**src/rtl/pit_pkg.sv**
```systemverilog
// pit_pkg: shared register selects and control bit positions for the timer.
// Assumes a two-bit register address on the bus.
package pit_pkg;
    localparam int ADDR_W = 2;

    typedef enum logic [ADDR_W-1:0] {
        SEL_COUNT = 2'd0,
        SEL_CTRL  = 2'd1,
        SEL_LIMIT = 2'd2,
        SEL_NONE  = 2'd3
    } reg_sel_e;

    localparam int BIT_IE   = 0;
    localparam int BIT_NH   = 1;
    localparam int BIT_PEND = 3;
endpackage

```
**src/rtl/pit_counter.sv**
```systemverilog
// pit_counter: holds count and terminal value, steps the count and flags wraps.
// Assumes run is already qualified by halt mode; a count write wins over stepping.
module pit_counter #(
    parameter int CNT_W = 32
) (
    input  logic             clk,
    input  logic             rst_n,
    input  logic             cnt_we,
    input  logic             lim_we,
    input  logic [CNT_W-1:0] wdata,
    input  logic             run,
    output logic [CNT_W-1:0] count,
    output logic [CNT_W-1:0] limit,
    output logic             wrap
);
    localparam logic [CNT_W-1:0] LIM_RST = '1;

    // wrap: an advancing cycle at the terminal value, not overridden by a write
    assign wrap = run && !cnt_we && (count == limit);

    // count register: write, wrap to zero, or step by one
    always_ff @(posedge clk) begin
        if (!rst_n)
            count <= '0;
        else if (cnt_we)
            count <= wdata;
        else if (wrap)
            count <= '0;
        else if (run)
            count <= count + 1'b1;
    end

    // terminal value register
    always_ff @(posedge clk) begin
        if (!rst_n)
            limit <= LIM_RST;
        else if (lim_we)
            limit <= wdata;
    end

    assert_wrap_zero_R4: assert property (@(posedge clk) disable iff (!rst_n)
        (run && !cnt_we && count == limit) |=> (count == '0));
    assert_write_wins_R8: assert property (@(posedge clk) disable iff (!rst_n)
        cnt_we |=> (count == $past(wdata)));
    assert_step_one_R3: assert property (@(posedge clk) disable iff (!rst_n)
        (run && !cnt_we && count != limit) |=> (count == $past(count) + 1'b1));
    assert_hold_R7: assert property (@(posedge clk) disable iff (!rst_n)
        (!run && !cnt_we) |=> $stable(count));
endmodule

```
**src/rtl/pit_ctrl.sv**
```systemverilog
// pit_ctrl: control bits, pending flag and interrupt output.
// Assumes wrap comes from the counter; a wrap outranks a same-cycle acknowledge.
module pit_ctrl
    import pit_pkg::*;
#(
    parameter int CNT_W = 32
) (
    input  logic             clk,
    input  logic             rst_n,
    input  logic             ctl_we,
    input  logic [CNT_W-1:0] wdata,
    input  logic             wrap,
    input  logic             cpu_halted,
    output logic             ie,
    output logic             nh,
    output logic             pend,
    output logic             run,
    output logic             irq
);
    // run: counting allowed unless halt-aware mode sees a halted processor
    assign run = !(nh && cpu_halted);
    // irq: pending qualified by enable
    assign irq = pend && ie;

    // writable control bits
    always_ff @(posedge clk) begin
        if (!rst_n) begin
            ie <= 1'b0;
            nh <= 1'b0;
        end else if (ctl_we) begin
            ie <= wdata[BIT_IE];
            nh <= wdata[BIT_NH];
        end
    end

    // pending flag: set by an enabled wrap, cleared by any control write
    always_ff @(posedge clk) begin
        if (!rst_n)
            pend <= 1'b0;
        else if (wrap && ie)
            pend <= 1'b1;
        else if (ctl_we)
            pend <= 1'b0;
    end

    assert_pend_cause_R5: assert property (@(posedge clk) disable iff (!rst_n)
        $rose(pend) |-> $past(wrap && ie));
    assert_ack_clears_R6: assert property (@(posedge clk) disable iff (!rst_n)
        (ctl_we && !(wrap && ie)) |=> !pend);
    assert_wrap_wins_R9: assert property (@(posedge clk) disable iff (!rst_n)
        (wrap && ie) |=> pend);
    assert_irq_gate_R5: assert property (@(posedge clk) disable iff (!rst_n)
        irq |-> (ie && pend));
endmodule

```
**src/rtl/pit_timer.sv**
```systemverilog
// pit_timer: top level; decodes bus writes and muxes register reads.
// Assumes single-cycle writes and combinational reads.
module pit_timer
    import pit_pkg::*;
#(
    parameter int CNT_W = 32
) (
    input  logic              clk,
    input  logic              rst_n,
    input  logic              bus_we,
    input  logic [ADDR_W-1:0] bus_addr,
    input  logic [CNT_W-1:0]  bus_wdata,
    output logic [CNT_W-1:0]  bus_rdata,
    input  logic              cpu_halted,
    output logic              irq
);
    logic             cnt_we, lim_we, ctl_we;
    logic [CNT_W-1:0] count, limit, ctrl_word;
    logic             wrap, run, ie, nh, pend;

    // write decode
    assign cnt_we = bus_we && (bus_addr == SEL_COUNT);
    assign ctl_we = bus_we && (bus_addr == SEL_CTRL);
    assign lim_we = bus_we && (bus_addr == SEL_LIMIT);

    pit_counter #(.CNT_W(CNT_W)) u_counter (
        .clk(clk), .rst_n(rst_n), .cnt_we(cnt_we), .lim_we(lim_we),
        .wdata(bus_wdata), .run(run), .count(count), .limit(limit), .wrap(wrap)
    );

    pit_ctrl #(.CNT_W(CNT_W)) u_ctrl (
        .clk(clk), .rst_n(rst_n), .ctl_we(ctl_we), .wdata(bus_wdata),
        .wrap(wrap), .cpu_halted(cpu_halted), .ie(ie), .nh(nh),
        .pend(pend), .run(run), .irq(irq)
    );

    // control word image with reserved bits at zero
    always_comb begin
        ctrl_word           = '0;
        ctrl_word[BIT_IE]   = ie;
        ctrl_word[BIT_NH]   = nh;
        ctrl_word[BIT_PEND] = pend;
    end

    // read mux
    always_comb begin
        case (bus_addr)
            SEL_COUNT: bus_rdata = count;
            SEL_CTRL:  bus_rdata = ctrl_word;
            SEL_LIMIT: bus_rdata = limit;
            default:   bus_rdata = '0;
        endcase
    end

    assert_irq_port_R5: assert property (@(posedge clk) disable iff (!rst_n)
        $rose(irq) |-> $past(wrap));
    assert_unmapped_R2: assert property (@(posedge clk) disable iff (!rst_n)
        (bus_addr == SEL_NONE) |-> (bus_rdata == '0));
endmodule

```
**config.mk**
```make
export PLATFORM = sky130hd
export DESIGN_NAME = pit_timer
export DESIGN_NICKNAME = d
export VERILOG_FILES = /design/src/rtl/pit_pkg.sv /design/src/rtl/pit_counter.sv /design/src/rtl/pit_ctrl.sv /design/src/rtl/pit_timer.sv
export SDC_FILE = /design/constraint.sdc
export NUM_CORES = 1
export LEC_CHECK = 0
export BUFFER_PORTS_ARGS = -buffer_cell sky130_fd_sc_hd__buf_2
export CORE_MARGIN = 2
export CORE_UTILIZATION = 35
export CTS_CLUSTER_DIAMETER = 100
export CTS_CLUSTER_SIZE = 20
export DETAILED_ROUTE_END_ITERATION = 8
export GPL_TIMING_DRIVEN = 0
export PLACE_DENSITY_LB_ADDON = 0.12
export SKIP_CTS_REPAIR_TIMING = 1
export SLEW_MARGIN = 20
export SYNTH_ARGS = -nofsm -noshare
export SYNTH_HDL_FRONTEND = slang
export SYNTH_SLANG_ARGS = --single-unit
```
**constraint.sdc**
```tcl
create_clock -name clk -period 3.8 [get_ports clk]
set_input_delay 0.57 -clock clk [delete_from_list [all_inputs] [get_ports clk]]
set_output_delay 0.57 -clock clk [all_outputs]
set_load 0.05 [all_outputs]
```
## Word level (Yosys, flattened, before mapping)

Index checks and enable logic that the tools add are counted.

- Flip-flop bits (word level): 67
- Input port bits: 38
- Output and inout bits: 33
- Logic and storage cells: 28

- Add/sub/neg operators: 1
- Equality and inequality tests: 4
- Multiplexer cells: 6
- Reduce and logical (&&, ||, !) cells: 12

Operators with widths:

| cell | number |
|---|---|
| $mux 32 | 3 |
| $pmux 32 s3 | 1 |
| $add 32x1->32 const B | 1 |
| $eq 32x32->1 | 1 |
| $logic_and 1x1->1 | 8 |
| $ne 3x2->1 const B | 1 |
| $eq 2x1->1 const B | 1 |
| $eq 2x2->1 const B | 1 |
| $logic_not 1->1 | 2 |
| $logic_not 2->1 | 1 |
| $mux 1 | 2 |
| $reduce_bool 2->1 | 1 |

## Longest topological paths before layout

- Depth after elaboration: 7
- Gate-level depth with buffers: 8
- Depth with buffers taken out: 5

## By module

Synthesis repeated with hierarchy kept, for this count alone.

- Cells, all modules: 482
- Area, all modules: 4201.5 µm²

By module, submodules not included:

| module | times used | cells each | area each (µm²) | seq. area each (µm²) |
|---|---|---|---|---|
| pit_counter | 1 | 394 | 3505.9 | 1281.2 |
| pit_timer | 1 | 76 | 575.6 | 0.0 |
| pit_ctrl | 1 | 12 | 120.1 | 60.1 |

## Least setup slack after synthesis

OpenSTA, ideal clock, no wires.

- Path kind: in2out
- Start: in bus_addr[1]
- End: out bus_rdata[0]
- Arrival: 2119 ps
- Required time: 3230 ps
- Slack: 1111 ps
- Cell stages on the path: 3
- Path buffers: 2
- Cells stage by stage: buf_2 buf_1 o21ai_0

- Longest elaborated chain between the ends: 2
- Elaborated cells on any way between the ends: 4
- Classes of those cells: eq/ne: 2; mux: 1; reduce/logical: 1

Ends and longest elaborated chain:

| what | line | RTL |
|---|---|---|
| from (decl) | pit_timer.sv:11 | `input logic [ADDR_W-1:0] bus_addr,` |
| $eq 2x2->1 (tied with other cells) | pit_timer.sv:47 | `case (bus_addr)` |
| $pmux 32 s3 * | pit_timer.sv:47 |  |
| to (decl) | pit_timer.sv:13 | `output logic [CNT_W-1:0] bus_rdata,` |

Every way passes the cells marked *; elsewhere a longest branch is shown, timed or not.

## Worst setup path in the final report

- Start: in bus_addr[0]
- End: out bus_rdata[6]

The elaborated chain is that of the path after synthesis.

==> qor.yml <==
finalMaxSlewViolations: 0
fin_nets: 719
final_core_util: 0.423
dp_hpwl_um: 10300
fp.dieH_um: 117
rr_worst_depth: 7
postRouteAntennaNets: 0
h-tree-depth: 3
core_sq_um: 12600
areaGrowthSynthToFinish_pct: 19.0
crit_path_end_kind: "output pin"
synth_nets: 640
ys_seq_area_frac: 0.300
grt.total_usage: 0.215
synth_cell_types: 39
worstSetupStartpoint: "bus_addr[0]"
fin_setup_tns_ps: 0
cp.required_ps: 3230
crit_fanout: 10
dr.pass1.iters: 4
final_common_cell: "nand2_1"
grt_antenna_before_repair: 0
avgSynthCellArea_sq_um: 7.44
diodes: 0
finalSetupViolCount: 0
skew_ps: 7.11
clkTransAtPathRegs_ps: 50
p_leak_nw: 2.22
power_mw: 1.99
vias: 4289
tightestPinTransition_ps: 864
r2r_end: "u_counter.count[24]$_SDFFE_PN0P_"
rsz0062_at_grt: "false"
syn_area_sq_um: 4470
hold_path.class: "in -> reg"
max_freq_mhz: 321
numCtsBuffers: 9
timing.rr.start: "u_counter.count[16]$_SDFFE_PN0P_"
final_cell_mix: "170 x nand2_1, 91 x buf_2, 67 x dfxtp_1, 42 x nor2_1, 40 x nand3_1"
synth_seq_cells: 67
critPathLaunchType: "primary input"
wirelength_um: 14200
path_class: "in -> out"
io_buffers: 68
synth_cells: 601
die_w_um: 117
core.rowCount: 41
clock_path_buffers: 2
place.gp.congestion: 0.891
finalHoldViolations: 0
first_iter_violations: 260
cts.sinks: 67
grt_pass1_vias: 3839
synth_edf_count: 0
insertion_delay_ps: 340
cts_root_buf: "clkbuf_16"
async_flop_share: 0
die_area_sq_um: 13700
drive_above_1_share: 0.234
power_density_nw_per_um2: 373
arrival_ps: 2550
period_minus_slack_ps: 3120
cp-endpoint: "bus_rdata[6]"
overflow: 0
grt_pass1_wl_um: 21800
cap_violations: 0
regToRegSetupSlack_ps: 1570
peakVddDrop_uv: 190
fin_crit_sh: 0.821
wl_per_cell_um: 16.6
via_per_inst: 5.00
start_util: 0.356
synth_ff_type: "dfxtp_1"
pin_count: 71
yosysWarningCount: 0
drcViolationCount: 0
outcome: "finished, final reports clean"
grt_max_degree: 12
cts_tree: "yes"
slew_headroom: 0.424
==> state kept, by name, indices dropped and copies added (netlist names) <==
name	flops
u_ctrl.nh	1
u_counter.count	32
u_ctrl.pend	1
u_counter.limit	32
u_ctrl.ie	1
==> critical path, cell delays in order <==
cell,delay (ps)
clkbuf_1,320
buf_1,620
clkbuf_1,610
nor2_1,150
buf_2,250
==> synthesized netlist by cell type (3+ instances only) <==
| cell | number | share of area |
|---|---|---|
| nor4_1 | 13 | 0.018 |
| buf_6 | 8 | 0.020 |
| nand2_1 | 170 | 0.14 |
| inv_1 | 10 | 0.0084 |
| mux2i_1 | 33 | 0.074 |
| o21ai_2 | 30 | 0.059 |
| nor4_4 | 3 | 0.014 |
| o21ai_0 | 35 | 0.039 |
| xnor2_1 | 26 | 0.051 |
| nor2_1 | 42 | 0.035 |
| xor2_1 | 36 | 0.070 |
| buf_2 | 23 | 0.026 |
| nand3_1 | 40 | 0.045 |
| clkbuf_1 | 24 | 0.020 |
| a21oi_1 | 3 | 0.0034 |
| nor3_1 | 3 | 0.0034 |
| nand4_1 | 5 | 0.0070 |
| nor4_2 | 3 | 0.0084 |
| dfxtp_1 | 67 | 0.30 |
| and3_1 | 3 | 0.0042 |
==> per-layer routing <==
metal | up-vias | track usage | part of all wire | wire length (um)
met5 | - | 0 | 0 | 0
met4 | 0 | 0.0824 | 0.021 | 293
met3 | 21 | 0.0350 | 0.048 | 687
met2 | 128 | 0.333 | 0.45 | 6420
met1 | 1999 | 0.302 | 0.48 | 6830
li1 | 2141 | - | - | -
==> cell families after synthesis <==
| family | count (synthesis) | synth area share |
|---|---|---|
| and+or+nand+nor | 299 | 0.317 |
| AOI/OAI and AO/OA | 72 | 0.109 |
| buffers and inverters | 67 | 0.0761 |
| DFF | 67 | 0.300 |
| xor gates and xnor gates | 62 | 0.121 |
| muxes | 33 | 0.0738 |
| adders and majority gates | 1 | 0.00280 |
==> report_power, final <==
group / total, mW / switching, mW / internal (mW)
Combinational: 0.381 / 0.263 / 0.118
Sequential: 0.767 / 0.0312 / 0.736
Clock: 0.839 / 0.320 / 0.519
Total: 1.99 / 0.614 / 1.37
==> area by class of cell <==
type / count / area, sq um
repair buffers: 68 / 340
plain buffers: 57 / 303
multi-input cells: 467 / 2790
inverters: 10 / 37.5
fillers: 1335 / 7250
well taps: 172 / 215
clock buffers: 10 / 239
flip-flops and latches: 67 / 1340
clock inverters: 6 / 55.1
==> how the worst min path moves through the flow <==
stage                             startpoint                          endpoint  slack [ps]  cells past startpoint
floorplan           u_ctrl.pend$_SDFFE_PN0P_          u_ctrl.pend$_SDFFE_PN0P_         440                      2
finish                         bus_wdata[16]  u_counter.limit[16]$_SDFFE_PN1P_         450                      3
global placement    u_ctrl.pend$_SDFFE_PN0P_          u_ctrl.pend$_SDFFE_PN0P_         460                      2
detailed placement  u_ctrl.pend$_SDFFE_PN0P_          u_ctrl.pend$_SDFFE_PN0P_         470                      2
CTS                            bus_wdata[29]  u_counter.limit[29]$_SDFFE_PN1P_         450                      3
global route                   bus_wdata[25]  u_counter.limit[25]$_SDFFE_PN1P_         470                      3
==> through the flow <==
step | cell area, sq um | setup slack (ps) | cells | hold slack (ps)
4_1_cts | 5320 | 621 | 857 | 449
6_report | 5320 | 681 | 857 | 453
3_3_place_gp | 5030 | 645 | 841 | 464
3_5_place_dp | 5030 | 628 | 841 | 473
5_1_grt | 5320 | 545 | 857 | 466
2_1_floorplan | 4470 | 1110 | 601 | 440
No activity file was read; power rests on OpenSTA's default activity.
